$ cat src/rtl/irq_vec_pkg.sv
package irq_vec_pkg;

  localparam int CSR_W  = 8;
  localparam int B_GIE  = 0;
  localparam int B_XEN  = 1;
  localparam int B_TEN  = 2;
  localparam int B_XFLG = 4;
  localparam int B_TFLG = 5;

  localparam logic [CSR_W-1:0] CSR_LIVE =
    CSR_W'((1 << B_GIE) | (1 << B_XEN) | (1 << B_TEN) | (1 << B_XFLG) | (1 << B_TFLG));

  typedef enum logic [1:0] {
    SRC_NONE = 2'd0,
    SRC_EXT  = 2'd1,
    SRC_TMR  = 2'd2
  } irq_src_e;

  // Fixed priority: external before timer.
  function automatic irq_src_e pick_src(input logic x_rdy, input logic t_rdy);
    if (x_rdy)      return SRC_EXT;
    else if (t_rdy) return SRC_TMR;
    else            return SRC_NONE;
  endfunction

  function automatic logic [CSR_W-1:0] src_vec(input irq_src_e s,
                                               input logic [CSR_W-1:0] xv,
                                               input logic [CSR_W-1:0] tv);
    case (s)
      SRC_EXT: return xv;
      SRC_TMR: return tv;
      default: return '0;
    endcase
  endfunction

  // A source is ready when global enable, its enable and its flag are all set.
  function automatic logic src_ready(input logic [CSR_W-1:0] q, input int en_b, input int fl_b);
    return q[B_GIE] & q[en_b] & q[fl_b];
  endfunction

endpackage

$ cat src/rtl/irq_csr.sv
module irq_csr
  import irq_vec_pkg::*;
(
  input  logic             clk,
  input  logic             rst_n,
  input  logic             wr_en,
  input  logic [CSR_W-1:0] wdata,
  input  logic             ext_set,
  input  logic             tmr_set,
  input  logic             gie_set,
  input  logic             ack_ext,
  input  logic             ack_tmr,
  output logic [CSR_W-1:0] csr_q
);

  logic [CSR_W-1:0] csr_d;

  // Update order, lowest priority first: return, acceptance, hw set, sw write.
  always_comb begin
    csr_d = csr_q;
    if (gie_set)           csr_d[B_GIE]  = 1'b1;
    if (ack_ext | ack_tmr) csr_d[B_GIE]  = 1'b0;
    if (ack_ext)           csr_d[B_XFLG] = 1'b0;
    if (ack_tmr)           csr_d[B_TFLG] = 1'b0;
    if (ext_set)           csr_d[B_XFLG] = 1'b1;
    if (tmr_set)           csr_d[B_TFLG] = 1'b1;
    if (wr_en)             csr_d         = wdata;
    csr_d = csr_d & CSR_LIVE;
  end

  always_ff @(posedge clk or negedge rst_n) begin
    if (!rst_n) csr_q <= '0;
    else        csr_q <= csr_d;
  end

endmodule

$ cat src/rtl/irq_pick.sv
module irq_pick
  import irq_vec_pkg::*;
#(
  parameter logic [CSR_W-1:0] EXT_VEC = 8'h04,
  parameter logic [CSR_W-1:0] TMR_VEC = 8'h08
) (
  input  logic [CSR_W-1:0] csr_q,
  input  logic             t2_stb,
  input  logic             stack_full,
  input  logic             wr_en,
  output logic             ext_ready,
  output logic             tmr_ready,
  output logic             ack_ext,
  output logic             ack_tmr,
  output logic [CSR_W-1:0] vec
);

  irq_src_e win;
  logic     eval;

  assign ext_ready = src_ready(csr_q, B_XEN, B_XFLG);
  assign tmr_ready = src_ready(csr_q, B_TEN, B_TFLG);
  assign eval      = t2_stb & ~stack_full & ~wr_en;

  always_comb begin
    win = eval ? pick_src(ext_ready, tmr_ready) : SRC_NONE;
  end

  assign ack_ext = (win == SRC_EXT);
  assign ack_tmr = (win == SRC_TMR);
  assign vec     = src_vec(win, EXT_VEC, TMR_VEC);

endmodule

$ cat src/rtl/irq_vec_ctrl.sv
module irq_vec_ctrl
  import irq_vec_pkg::*;
#(
  parameter logic [CSR_W-1:0] EXT_VEC = 8'h04,
  parameter logic [CSR_W-1:0] TMR_VEC = 8'h08
) (
  input  logic             clk,
  input  logic             rst_n,
  input  logic             t2_stb,
  input  logic             stack_full,
  input  logic             ext_evt,
  input  logic             tmr_ovf,
  input  logic             ret_stb,
  input  logic             reti_stb,
  input  logic             csr_wr,
  input  logic [CSR_W-1:0] csr_wdata,
  output logic [CSR_W-1:0] csr_rdata,
  output logic             take_stb,
  output logic [CSR_W-1:0] take_vec
);

  logic [CSR_W-1:0] csr_q;
  logic             ext_ready, tmr_ready;
  logic             ack_ext, ack_tmr, ack_any;
  logic [CSR_W-1:0] pick_vec;
  logic             plain_ret;

  // Named event for the checker: a return that must not touch the register.
  assign plain_ret = ret_stb & ~reti_stb;

  irq_csr u_csr (
    .clk     (clk),
    .rst_n   (rst_n),
    .wr_en   (csr_wr),
    .wdata   (csr_wdata),
    .ext_set (ext_evt),
    .tmr_set (tmr_ovf),
    .gie_set (reti_stb),
    .ack_ext (ack_ext),
    .ack_tmr (ack_tmr),
    .csr_q   (csr_q)
  );

  irq_pick #(.EXT_VEC(EXT_VEC), .TMR_VEC(TMR_VEC)) u_pick (
    .csr_q      (csr_q),
    .t2_stb     (t2_stb),
    .stack_full (stack_full),
    .wr_en      (csr_wr),
    .ext_ready  (ext_ready),
    .tmr_ready  (tmr_ready),
    .ack_ext    (ack_ext),
    .ack_tmr    (ack_tmr),
    .vec        (pick_vec)
  );

  assign ack_any = ack_ext | ack_tmr;

  always_ff @(posedge clk or negedge rst_n) begin
    if (!rst_n) begin
      take_stb <= 1'b0;
      take_vec <= '0;
    end else begin
      take_stb <= ack_any;
      take_vec <= pick_vec;
    end
  end

  assign csr_rdata = csr_q;

endmodule

$ cat config.mk
export PLATFORM = sky130hd
export DESIGN_NAME = irq_vec_ctrl
export DESIGN_NICKNAME = d
export VERILOG_FILES = /design/src/rtl/irq_vec_pkg.sv /design/src/rtl/irq_csr.sv /design/src/rtl/irq_pick.sv /design/src/rtl/irq_vec_ctrl.sv
export SDC_FILE = /design/constraint.sdc
export NUM_CORES = 1
export LEC_CHECK = 0
export BUFFER_PORTS_ARGS = -buffer_cell sky130_fd_sc_hd__buf_4
export CAP_MARGIN = 5
export CORE_AREA = 3 3 40 42
export DETAILED_ROUTE_END_ITERATION = 16
export DIE_AREA = 0 0 43 45
export PLACE_DENSITY = 0.64
export SYNTH_ARGS = -nofsm -noshare
export SYNTH_HDL_FRONTEND = slang
export SYNTH_SLANG_ARGS = --single-unit
$ cat constraint.sdc
create_clock -name clk -period 4.22 [get_ports clk]
set_input_delay 0.211 -clock clk [delete_from_list [all_inputs] [get_ports clk]]
set_output_delay 0.211 -clock clk [all_outputs]
set_load 0.05 [all_outputs]
==> qor.yml <==
placed_design:
  dp_cells: 72
  gp_congestion: 0.684
  dp_slack_ps: 2680
  post-dp-hpwl_um: 656
  io_buffers: 20
synthesis:
  netlist_instances: 39
  avgSynthCellArea_sq_um: 10.7
  ys_ff_latch: 8
  syn_area_sq_um: 419
  synth_cell_types: 17
  yosysWarnings: 0
  yosysSeqAreaShare: 0.478
setup_path:
  crit_required_ps: 4350
  worst-setup-path-type: "reg -> reg"
  r2r_end: "u_csr.csr_q[0]"
  cp-start-kind: "flop"
  regToRegSetupSlack_ps: 2710
  ff2ff_path_depth: 5
  endpoint_kind: "flop"
  crit_arrival_ps: 1640
  r2r_start: "u_csr.csr_q[0]"
  path_max_fanout: 4
worst_hold_path:
  hold_class: "in -> reg"
  min_from: "csr_wdata[0]"
  holdPathEnd: "u_csr.csr_q[0]"
  whs_path_depth: 3
clocking:
  cts_tree: "done"
  clk_latency_ps: 240
  clockRootBuffer: "clkbuf_4"
  path_clk_slew_ps: 50
  cts_made_buffers: 3
  numClockSinks: 8
  clockBufferDepth: 2
  cts_setup_buffers: 0
  cts-htree-levels: 1
timing:
  setup_violations: 0
  finalHoldViolations: 0
  setup_tns_ps: 0
  fin_crit_sh: 0.359
  min_period_ps: 1510
  fin_skew_ps: 0.933
  fmax_ghz: 0.661
  setup_ws_ps: 2710
  slew_violations: 0
  rsz0062_at_grt: "false"
  whs_ps: 176
drt:
  drc: 0
  avgViaCountPerCell: 4.29
  first_pass_iters: 4
  ant_nets: 0
  drt_wl_total_um: 814
  route.vias.total: 326
  wl_per_cell_um: 10.7
  drt-initial-drc-count: 6
power_and_ir_drop:
  switching_share: 0.350
  p_comb_frac: 0.316
  p_switching_uw: 72.2
  cellLeakagePower_uw: 0.000300
  p_int_uw: 134
  power_per_cell_area_mw_per_mm2: 358
  peakVddDrop_mv: 0.175
  clkPwrFrac: 0.271
  sequentialPowerShare: 0.413
  p_total_uw: 206
final_layout:
  diodes: 0
  nFillCells: 129
  drive_above_1_share: 0.410
  area_growth_pct: 37.3
  nNetsFinal: 81
  ff_latch_area_sq_um: 200
  stdcell_count: 76
  multiInputGateArea_sq_um: 170
die:
  start_util: 0.326
  std_cell_rows: 13
  die_area_sq_mm: 0.00194
  pin_count: 34
  die_w_um: 43
  die_h_um: 45
  fp.coreArea_sq_mm: 0.00128
flow_run:
  cap_violations: 0
grt:
  grt_max_degree: 13
  grt_overflow: 0
  antenna_found_initial: 0
  grt_pass1_wl_mm: 1.32
  grt_pass1_vias: 301
  groute.usage.overall: 0.0951
outcome:
  outcome: "completed"
-- timing repair --
action,in CTS,in global routing
gates resized for setup,0,0
setup endpoints to repair,0,0
hold endpoints to repair,8,0
hold buffers,1,0
-- how the worst max path moves through the flow --
stage / startpoint / end / slack [ps] / cells past startpoint
2_1_floorplan: u_csr.csr_q[0] / u_csr.csr_q[0] / 2480 / 5
3_3_place_gp: stack_full / u_csr.csr_q[0] / 2720 / 6
3_5_place_dp: stack_full / u_csr.csr_q[0] / 2680 / 6
4_1_cts: u_csr.csr_q[0] / u_csr.csr_q[0] / 2690 / 5
5_1_grt: u_csr.csr_q[0] / u_csr.csr_q[0] / 2550 / 5
6_report: u_csr.csr_q[0] / u_csr.csr_q[0] / 2710 / 5
-- layout make-up --
class | count | share of cell area
Clock buffer | 3 | 0.0391
Sequential cell | 8 | 0.348
Timing Repair Buffer | 21 | 0.278
Multi-Input combinational cell | 28 | 0.296
Inverter | 1 | 0.00652
Tap cell | 15 | 0.0326
-- critical path: stages, from the launching register on --
cell and delay, ps:
dfrtp_1 360, nand3b_1 160, or3_1 390, ha_1 310, o21ai_0 80, o21ai_0 90
-- kinds of logic (layout without fill, tap and decap cells) --
group / Yosys count / in the layout / share of synthesized area
buffers and inverters: 11 / 25 / 0.188
other: 1 / 9 / 0.00895
flip-flops: 8 / 8 / 0.478
AO/OA/AOI/OAI: 4 / 4 / 0.0687
multiplexers: 2 / 2 / 0.0537
adder cells (fa/ha/maj): 1 / 1 / 0.0298
AND/OR/NAND/NOR: 12 / 12 / 0.173
-- layer usage --
metal / track usage / vias to the layer above / part of all wire
met2: 0.150 / 17 / 0.49
met4: 0.0542 / 0 / 0.012
met1: 0.107 / 147 / 0.38
met3: 0.0438 / 2 / 0.12
li1: - / 160 / -
met5: 0 / - / 0
-- stage by stage --
step                       util  instance area, sq um
after floorplan               -                   449
after global placement    0.423                   543
after detailed placement  0.423                   543
after CTS                 0.448                   576
after global routing      0.448                   576
final                     0.448                   576
-- sequential cells by signal, summed over array words and instances (netlist names) --
register     cells
take_vec         2
u_csr.csr_q      5
take_stb         1
-- power by group through the flow --
stage | Combinational, uW | Sequential, uW | Clock (uW)
after floorplan | 34.0 | 104 | 0
after global placement | 64.2 | 86.4 | 0
after detailed placement | 64.7 | 86.5 | 0
after CTS | 65.5 | 85.2 | 58.1
after global routing | 69.0 | 86.0 | 61.5
final | 65.1 | 85.1 | 55.9
-- synth_stat cells --
cell      count  share of area
buf_4        10           0.18
dfrtp_1       8           0.48
nand2_1       3          0.027
mux2_2        2          0.054
nand2b_1      2          0.030
o21ai_0       2          0.024
or3_1         2          0.030
conb_1        1         0.0089
ha_1          1          0.030
inv_1         1         0.0089
nand3b_1      1          0.018
nor2b_1       1          0.015
nor3_1        1          0.012
nor4b_1       1          0.021
o211a_1       1          0.024
o31a_1        1          0.021
or3b_1        1          0.021
-- layout by cell type, fill, tap and decap left out, types with 2 or more instances in the layout --
| master | instances |
|---|---|
| buf_4 | 20 |
| conb_1 | 9 |
| dfrtp_1 | 8 |
| nand2_1 | 3 |
| clkbuf_4 | 3 |
| or3_1 | 2 |
| nand2b_1 | 2 |
| o21ai_0 | 2 |
| mux2_2 | 2 |
No activity file was read; power rests on OpenSTA's default activity.
